File: config.mk
export PLATFORM = sky130hd
export DESIGN_NAME = tf_addr_remap
export DESIGN_NICKNAME = d
export VERILOG_FILES = /design/src/rtl/tfr_pkg.sv /design/src/rtl/tfr_addr_map.sv /design/src/rtl/tfr_idx_decode.sv /design/src/rtl/tf_addr_remap.sv
export SDC_FILE = /design/constraint.sdc
export NUM_CORES = 1
export LEC_CHECK = 0
export BUFFER_PORTS_ARGS = -buffer_cell sky130_fd_sc_hd__buf_2
export CORE_MARGIN = 1
export CORE_UTILIZATION = 45
export CTS_BUF_LIST = sky130_fd_sc_hd__clkbuf_8
export DETAILED_ROUTE_END_ITERATION = 12
export GPL_TIMING_DRIVEN = 0
export PLACE_DENSITY = 0.89
export SLEW_MARGIN = 20
export SYNTH_ARGS = -nofsm -noshare
export SYNTH_HDL_FRONTEND = slang
export SYNTH_HIERARCHICAL = 1
export SYNTH_SLANG_ARGS = --single-unit
export TNS_END_PERCENT = 5
File: constraint.sdc
create_clock -name clk -period 5 [get_ports clk]
set_clock_uncertainty 0.05 [all_clocks]
set_input_delay 1 -clock clk [delete_from_list [all_inputs] [get_ports clk]]
set_output_delay 1 -clock clk [all_outputs]
set_load 0.01 [all_outputs]
File: src/rtl/tfr_pkg.sv
package tfr_pkg;

  typedef enum logic [1:0] {
    MAP_MEM  = 2'd0,
    MAP_IO16 = 2'd1,
    MAP_PRI  = 2'd2,
    MAP_SEC  = 2'd3
  } map_mode_e;

  typedef enum logic [2:0] {
    ACC_NONE  = 3'd0,
    ACC_DATA  = 3'd1,
    ACC_TASK  = 3'd2,
    ACC_FEAT  = 3'd3,
    ACC_CTRL  = 3'd4,
    ACC_DADDR = 3'd5
  } acc_kind_e;

  localparam int TF_IDX_W   = 3;
  localparam int SRST_BIT   = 2;
  localparam logic [7:0] DADDR_FIXED = 8'hC2;
  localparam logic [7:0] DADDR_MASK  = 8'h3C;

  // drive address byte: fixed pattern plus inverted select folded into bits 5:2
  function automatic logic [7:0] daddr_value(input logic sel);
    logic [7:0] inv;
    inv = ~{7'b0, sel};
    return DADDR_FIXED | ((inv << 2) & DADDR_MASK);
  endfunction

endpackage

File: src/rtl/tfr_addr_map.sv
module tfr_addr_map #(
  parameter int ADDR_W      = 11,
  parameter int MEM_WIN_LSB = 10,
  parameter int WIN_LSB     = 4
) (
  input  logic [1:0]        mode,
  input  logic [ADDR_W-1:0] offset,
  output logic [ADDR_W-1:0] mapped
);
  import tfr_pkg::*;

  localparam int NWIN = 4;
  // windows: primary base, primary alternate, secondary base, secondary alternate
  localparam int WBASE [NWIN] = '{32'h1F0, 32'h3F0, 32'h170, 32'h370};
  localparam int WSUB  [NWIN] = '{32'h1F0, 32'h3E8, 32'h170, 32'h368};

  logic [NWIN-1:0]   hit;
  logic [ADDR_W-1:0] adj [NWIN];

  genvar w;
  generate
    for (w = 0; w < NWIN; w++) begin : g_win
      localparam logic [ADDR_W-1:0] BASE_TAG = ADDR_W'(WBASE[w] >> WIN_LSB);
      assign hit[w] = (offset >> WIN_LSB) == BASE_TAG;
      assign adj[w] = offset - ADDR_W'(WSUB[w]);
    end
  endgenerate

  logic mem_hit;
  assign mem_hit = (offset >> MEM_WIN_LSB) == ADDR_W'(1);

  always_comb begin
    unique case (map_mode_e'(mode))
      MAP_MEM:  mapped = mem_hit ? '0 : offset;
      MAP_IO16: mapped = ADDR_W'(offset[WIN_LSB-1:0]);
      MAP_PRI:  mapped = hit[0] ? adj[0] : (hit[1] ? adj[1] : offset);
      MAP_SEC:  mapped = hit[2] ? adj[2] : (hit[3] ? adj[3] : offset);
      default:  mapped = offset;
    endcase
  end
endmodule

File: src/rtl/tfr_idx_decode.sv
module tfr_idx_decode #(
  parameter int ADDR_W  = 11,
  parameter int WIN_LSB = 4
) (
  input  logic [ADDR_W-1:0]              mapped,
  output tfr_pkg::acc_kind_e             kind,
  output logic [tfr_pkg::TF_IDX_W-1:0]   tf_idx
);
  import tfr_pkg::*;

  logic             in_span;
  logic [WIN_LSB-1:0] low;

  assign in_span = (mapped >> WIN_LSB) == '0;
  assign low     = mapped[WIN_LSB-1:0];

  always_comb begin
    kind   = ACC_NONE;
    tf_idx = '0;
    if (in_span) begin
      unique case (low)
        4'h0, 4'h8: begin kind = ACC_DATA;  tf_idx = '0; end
        4'hD:       begin kind = ACC_FEAT;  tf_idx = TF_IDX_W'(1); end
        4'hE:       begin kind = ACC_CTRL;  tf_idx = '0; end
        4'hF:       begin kind = ACC_DADDR; tf_idx = '0; end
        default:    begin kind = ACC_TASK;  tf_idx = low[TF_IDX_W-1:0]; end
      endcase
    end
  end
endmodule

File: src/rtl/tf_addr_remap.sv
module tf_addr_remap #(
  parameter int ADDR_W = 11,
  parameter int DATA_W = 16
) (
  input  logic              clk,
  input  logic              rst_n,
  input  logic [1:0]        mode,
  input  logic              pwrdn_in,
  input  logic              drive_present,
  input  logic              drive_select,
  input  logic [7:0]        drive_status,
  input  logic              host_req,
  input  logic              host_we,
  input  logic [ADDR_W-1:0] host_addr,
  input  logic [DATA_W-1:0] host_wdata,
  output logic              host_rvalid,
  output logic [DATA_W-1:0] host_rdata,
  output logic              tf_req,
  output logic              tf_we,
  output logic [2:0]        tf_idx,
  output logic [DATA_W-1:0] tf_wdata,
  input  logic [DATA_W-1:0] tf_rdata,
  output logic [7:0]        dev_ctrl,
  output logic              srst_req,
  output logic              wake_req
);
  import tfr_pkg::*;

  localparam int WIN_LSB = 4;
  localparam int PAD_W   = DATA_W - 8;

  logic [ADDR_W-1:0] mapped;
  acc_kind_e         acc_kind;
  logic [TF_IDX_W-1:0] dec_idx;

  tfr_addr_map #(.ADDR_W(ADDR_W), .MEM_WIN_LSB(10), .WIN_LSB(WIN_LSB)) u_map (
    .mode   (mode),
    .offset (host_addr),
    .mapped (mapped)
  );

  tfr_idx_decode #(.ADDR_W(ADDR_W), .WIN_LSB(WIN_LSB)) u_dec (
    .mapped (mapped),
    .kind   (acc_kind),
    .tf_idx (dec_idx)
  );

  // named events for the checker
  logic fwd_evt, ctrl_wr_evt, srst_evt, wake_evt, rd_evt;
  assign fwd_evt     = host_req && (acc_kind == ACC_DATA || acc_kind == ACC_TASK ||
                                    acc_kind == ACC_FEAT);
  assign ctrl_wr_evt = host_req && host_we && acc_kind == ACC_CTRL;
  assign srst_evt    = ctrl_wr_evt && host_wdata[SRST_BIT];
  assign wake_evt    = host_req && host_we && pwrdn_in &&
                       (acc_kind == ACC_TASK || acc_kind == ACC_DADDR);
  assign rd_evt      = host_req && !host_we;

  assign tf_req   = fwd_evt;
  assign tf_we    = host_we;
  assign tf_idx   = dec_idx;
  assign tf_wdata = host_wdata;

  logic [DATA_W-1:0] rd_mux;
  always_comb begin
    unique case (acc_kind)
      ACC_DATA:           rd_mux = tf_rdata;
      ACC_TASK, ACC_FEAT: rd_mux = {{PAD_W{1'b0}}, tf_rdata[7:0]};
      ACC_CTRL:           rd_mux = drive_present ? {{PAD_W{1'b0}}, drive_status} : '0;
      ACC_DADDR:          rd_mux = {{PAD_W{1'b0}}, daddr_value(drive_select)};
      default:            rd_mux = '0;
    endcase
  end

  always_ff @(posedge clk or negedge rst_n) begin
    if (!rst_n) begin
      host_rvalid <= 1'b0;
      host_rdata  <= '0;
      dev_ctrl    <= '0;
      srst_req    <= 1'b0;
      wake_req    <= 1'b0;
    end else begin
      host_rvalid <= rd_evt;
      if (rd_evt) host_rdata <= rd_mux;
      if (srst_evt)         dev_ctrl <= '0;
      else if (ctrl_wr_evt) dev_ctrl <= host_wdata[7:0];
      srst_req <= srst_evt;
      wake_req <= wake_evt;
    end
  end
endmodule

==> run metrics <==
outcome=finished, final reports clean; worst slack, placed=-211.5 ps; Lkg Pwr=0.001328 µW; Area growth, synth to finish=33.76%; r2r startpoint=host_rdata[8]; layout cells sized above 1=0.4495; H-tree depth=1; CTS Sinks=27; Final Wtd Congestion=0.8611; DRT Pass-1 Iters=4; setup tns final=0 ps; area leader, netlist=dfrtp_1; Vias/cell=5.124; final hold vios=0; r2r setup slk=4220 ps; Unique masters post-synth=47; DR WL/cell=approximately 12 µm; max cap viols=0; top-area cell type share of the netlist area=0.3661; Synth Register Bits=27; Max transition margin=0.5692; I/O Pins=108; Port Buffer Count=just under 100; Post-CTS Hold Buffers=0; Nets=371; Setup crit start=host_addr[5]; GR Overflow Total=0; critical path's slowest cell=or4_4; share of the yosys chip area belonging to registers=0.3661; slowest stage delay, CP=520 ps; core area=3799 µm²; pwr dens=191.8 nW/µm²; GRT Resource Usage Total=0.2095; syn nets=~270; Crit. End Element=output port; Tmin final=4801 ps; Mapped Cells=205; n_diodes=0; Startpoint Class=input pin; Design Area, Final=2469 µm²; clock slew at reported path FFs=90 ps; initial antenna violation count=0; Post-Syn Area=roughly 1800 µm²; DP HPWL=3.551 mm; ys flop type=dfrtp_1; largest net degree at the start of global routing=28; CTS Buf Count=3; effective utilization at floorplan=0.4858; post-route ant nets=0; Post-Syn Area per Cell=9.003 µm²; Worst Tran Pin Value=644.8 ps; Hold WC Path Type=register to register; Final Util=0.6499; Die ar.=4361 µm²; Synth async-reset ratio=1.000; Worst Path Max Fanout=10; YS warnings=6; worst-skew pair later-pin latency=roughly 270 ps; final worst slack=199.3 ps; row cnt=22; Post-synth EDFFs=0; Die H=66.04 µm; total wire length=4.427 mm; CP required=3950 ps; Max Slew Vio Count=0; endpoints failing setup=0; Placed Area=2396 µm²; vias in the first global route=1637; Critical Path, Cell by Cell=buf_2 -> ha_1 -> and4b_2 -> nand2_1 -> a21o_1 -> and2_1 -> or4_4 -> buf_6 -> a211oi_1 -> buf_4 -> nor2_4 -> nor2_1 -> and2_1 -> buf_2; CTS tree=built; final period utilization=0.9601; CP arrival=roughly 3800 ps; fill cell count=335; min-delay src=host_rdata[3]; DRC viols=0; first-pass GRT wire length=7.107 mm; Iteration-0 DRC Markers=between 90 and 100; peak supply drop=0.0001493 V; critical path type=input pin to output port; Fmax achieved=around 210 MHz; clock buffer depth=2; CTS root buf=clkbuf_8; Die Wd=~66 µm; Area contributors post-synth=dfrtp_1 37%, buf_4 7.3%, nand2_1 6.5%; routed via count=~1800
worst max-delay path, delay by kind of cell:
| kind | cells | cell delay, ps |
|---|---|---|
| AOI/OAI and AO/OA | 2 | 440 |
| adders and majority gates | 1 | 170 |
| buffers and inverters | 4 | 660 |
| and+or+nand+nor | 7 | 1470 |
cells in the mapped netlist, types with 4 or more instances:
master and number:
a22o_1 8, nand2b_1 4, o22a_1 6, o21ai_0 15, nand2_1 32, buf_4 18, clkbuf_1 4, nor2_1 8
dfrtp_1 27, inv_1 7, nor2b_1 4, and2_1 6, a21oi_1 11, nor3_1 4
layout by cell type, fill, tap and decap left out, drive strengths merged, types with 2 or more instances in the layout:
master  count
buf       122
nand2      32
dfrtp      27
o21ai      17
a21oi      11
nor2        9
inv         8
a22o        8
and2        7
clkbuf      7
o22a        6
nand2b      4
nor2b       4
nor3        4
nor3b       4
nand3       3
ha          3
nor4b       3
a32oi       2
or3         2
a21o        2
a41oi       2
mux2i       2
and2b       2
cells by family after synthesis:
family                   share of synthesized area
AO/OA/AOI/OAI                               0.2210
XOR/XNOR                                  0.004747
adder cells (fa/ha/maj)                    0.02034
buffers and inverters                       0.1220
AND/OR/NAND/NOR                             0.2549
flip-flops                                  0.3661
multiplexers                               0.01085
what timing repair did:
item | 4_1_cts | 5_1_grt
setup endpoints to repair | 1 | 1
buffers inserted | 0 | 0
gates resized for setup | 1 | 5
metal layers:
layer	track usage	vias up	routed length (µm)
li1	-	908	-
met1	0.2546	813	1865
met2	0.3699	88	2218
met3	0.03966	10	257
met4	0.06649	0	85
met5	0	-	0
power breakdown:
part	switching (µW)	internal (µW)
logic	66.0	59.1
clock network	64.6	55.0
registers	3.65	225
flip-flops by register name, indices dropped and copies added (netlist names):
register / flops
dev_ctrl: 8
host_rvalid: 1
host_rdata: 16
srst_req: 1
wake_req: 1
stage by stage:
step	power (µW)	hold slack (ps)	std cells
floorplan	302.0	459.9	205
global placement	351.8	407.6	351
detailed placement	355.5	418.5	351
CTS	473.2	438.5	355
global route	498.0	461.6	355
finish	473.5	432.8	355
worst paths after layout:
check	endpoint	cells after the start
worst min-delay path	host_rdata[3]	2
worst max-delay path	tf_req	14
min in group asynchronous	host_rdata[13]	1
max in group asynchronous	host_rdata[15]	1
worst max register to register	host_rdata[8]	1
worst min register to register	host_rdata[3]	2
final cells by class:
type | count | area [µm²] | share of cell area
timing repair buffer | 98 | 490.5 | 0.1987
buffer | 28 | 201.4 | 0.08160
multi-input combinational | 143 | 969.7 | 0.3928
sequential | 27 | 675.6 | 0.2737
tap | 48 | 60.06 | 0.02433
clock inverter | 1 | 3.754 | 0.001521
inverter | 7 | 26.28 | 0.01064
clock buffer | 3 | 41.29 | 0.01673
Power figures use the tool's default switching activity.
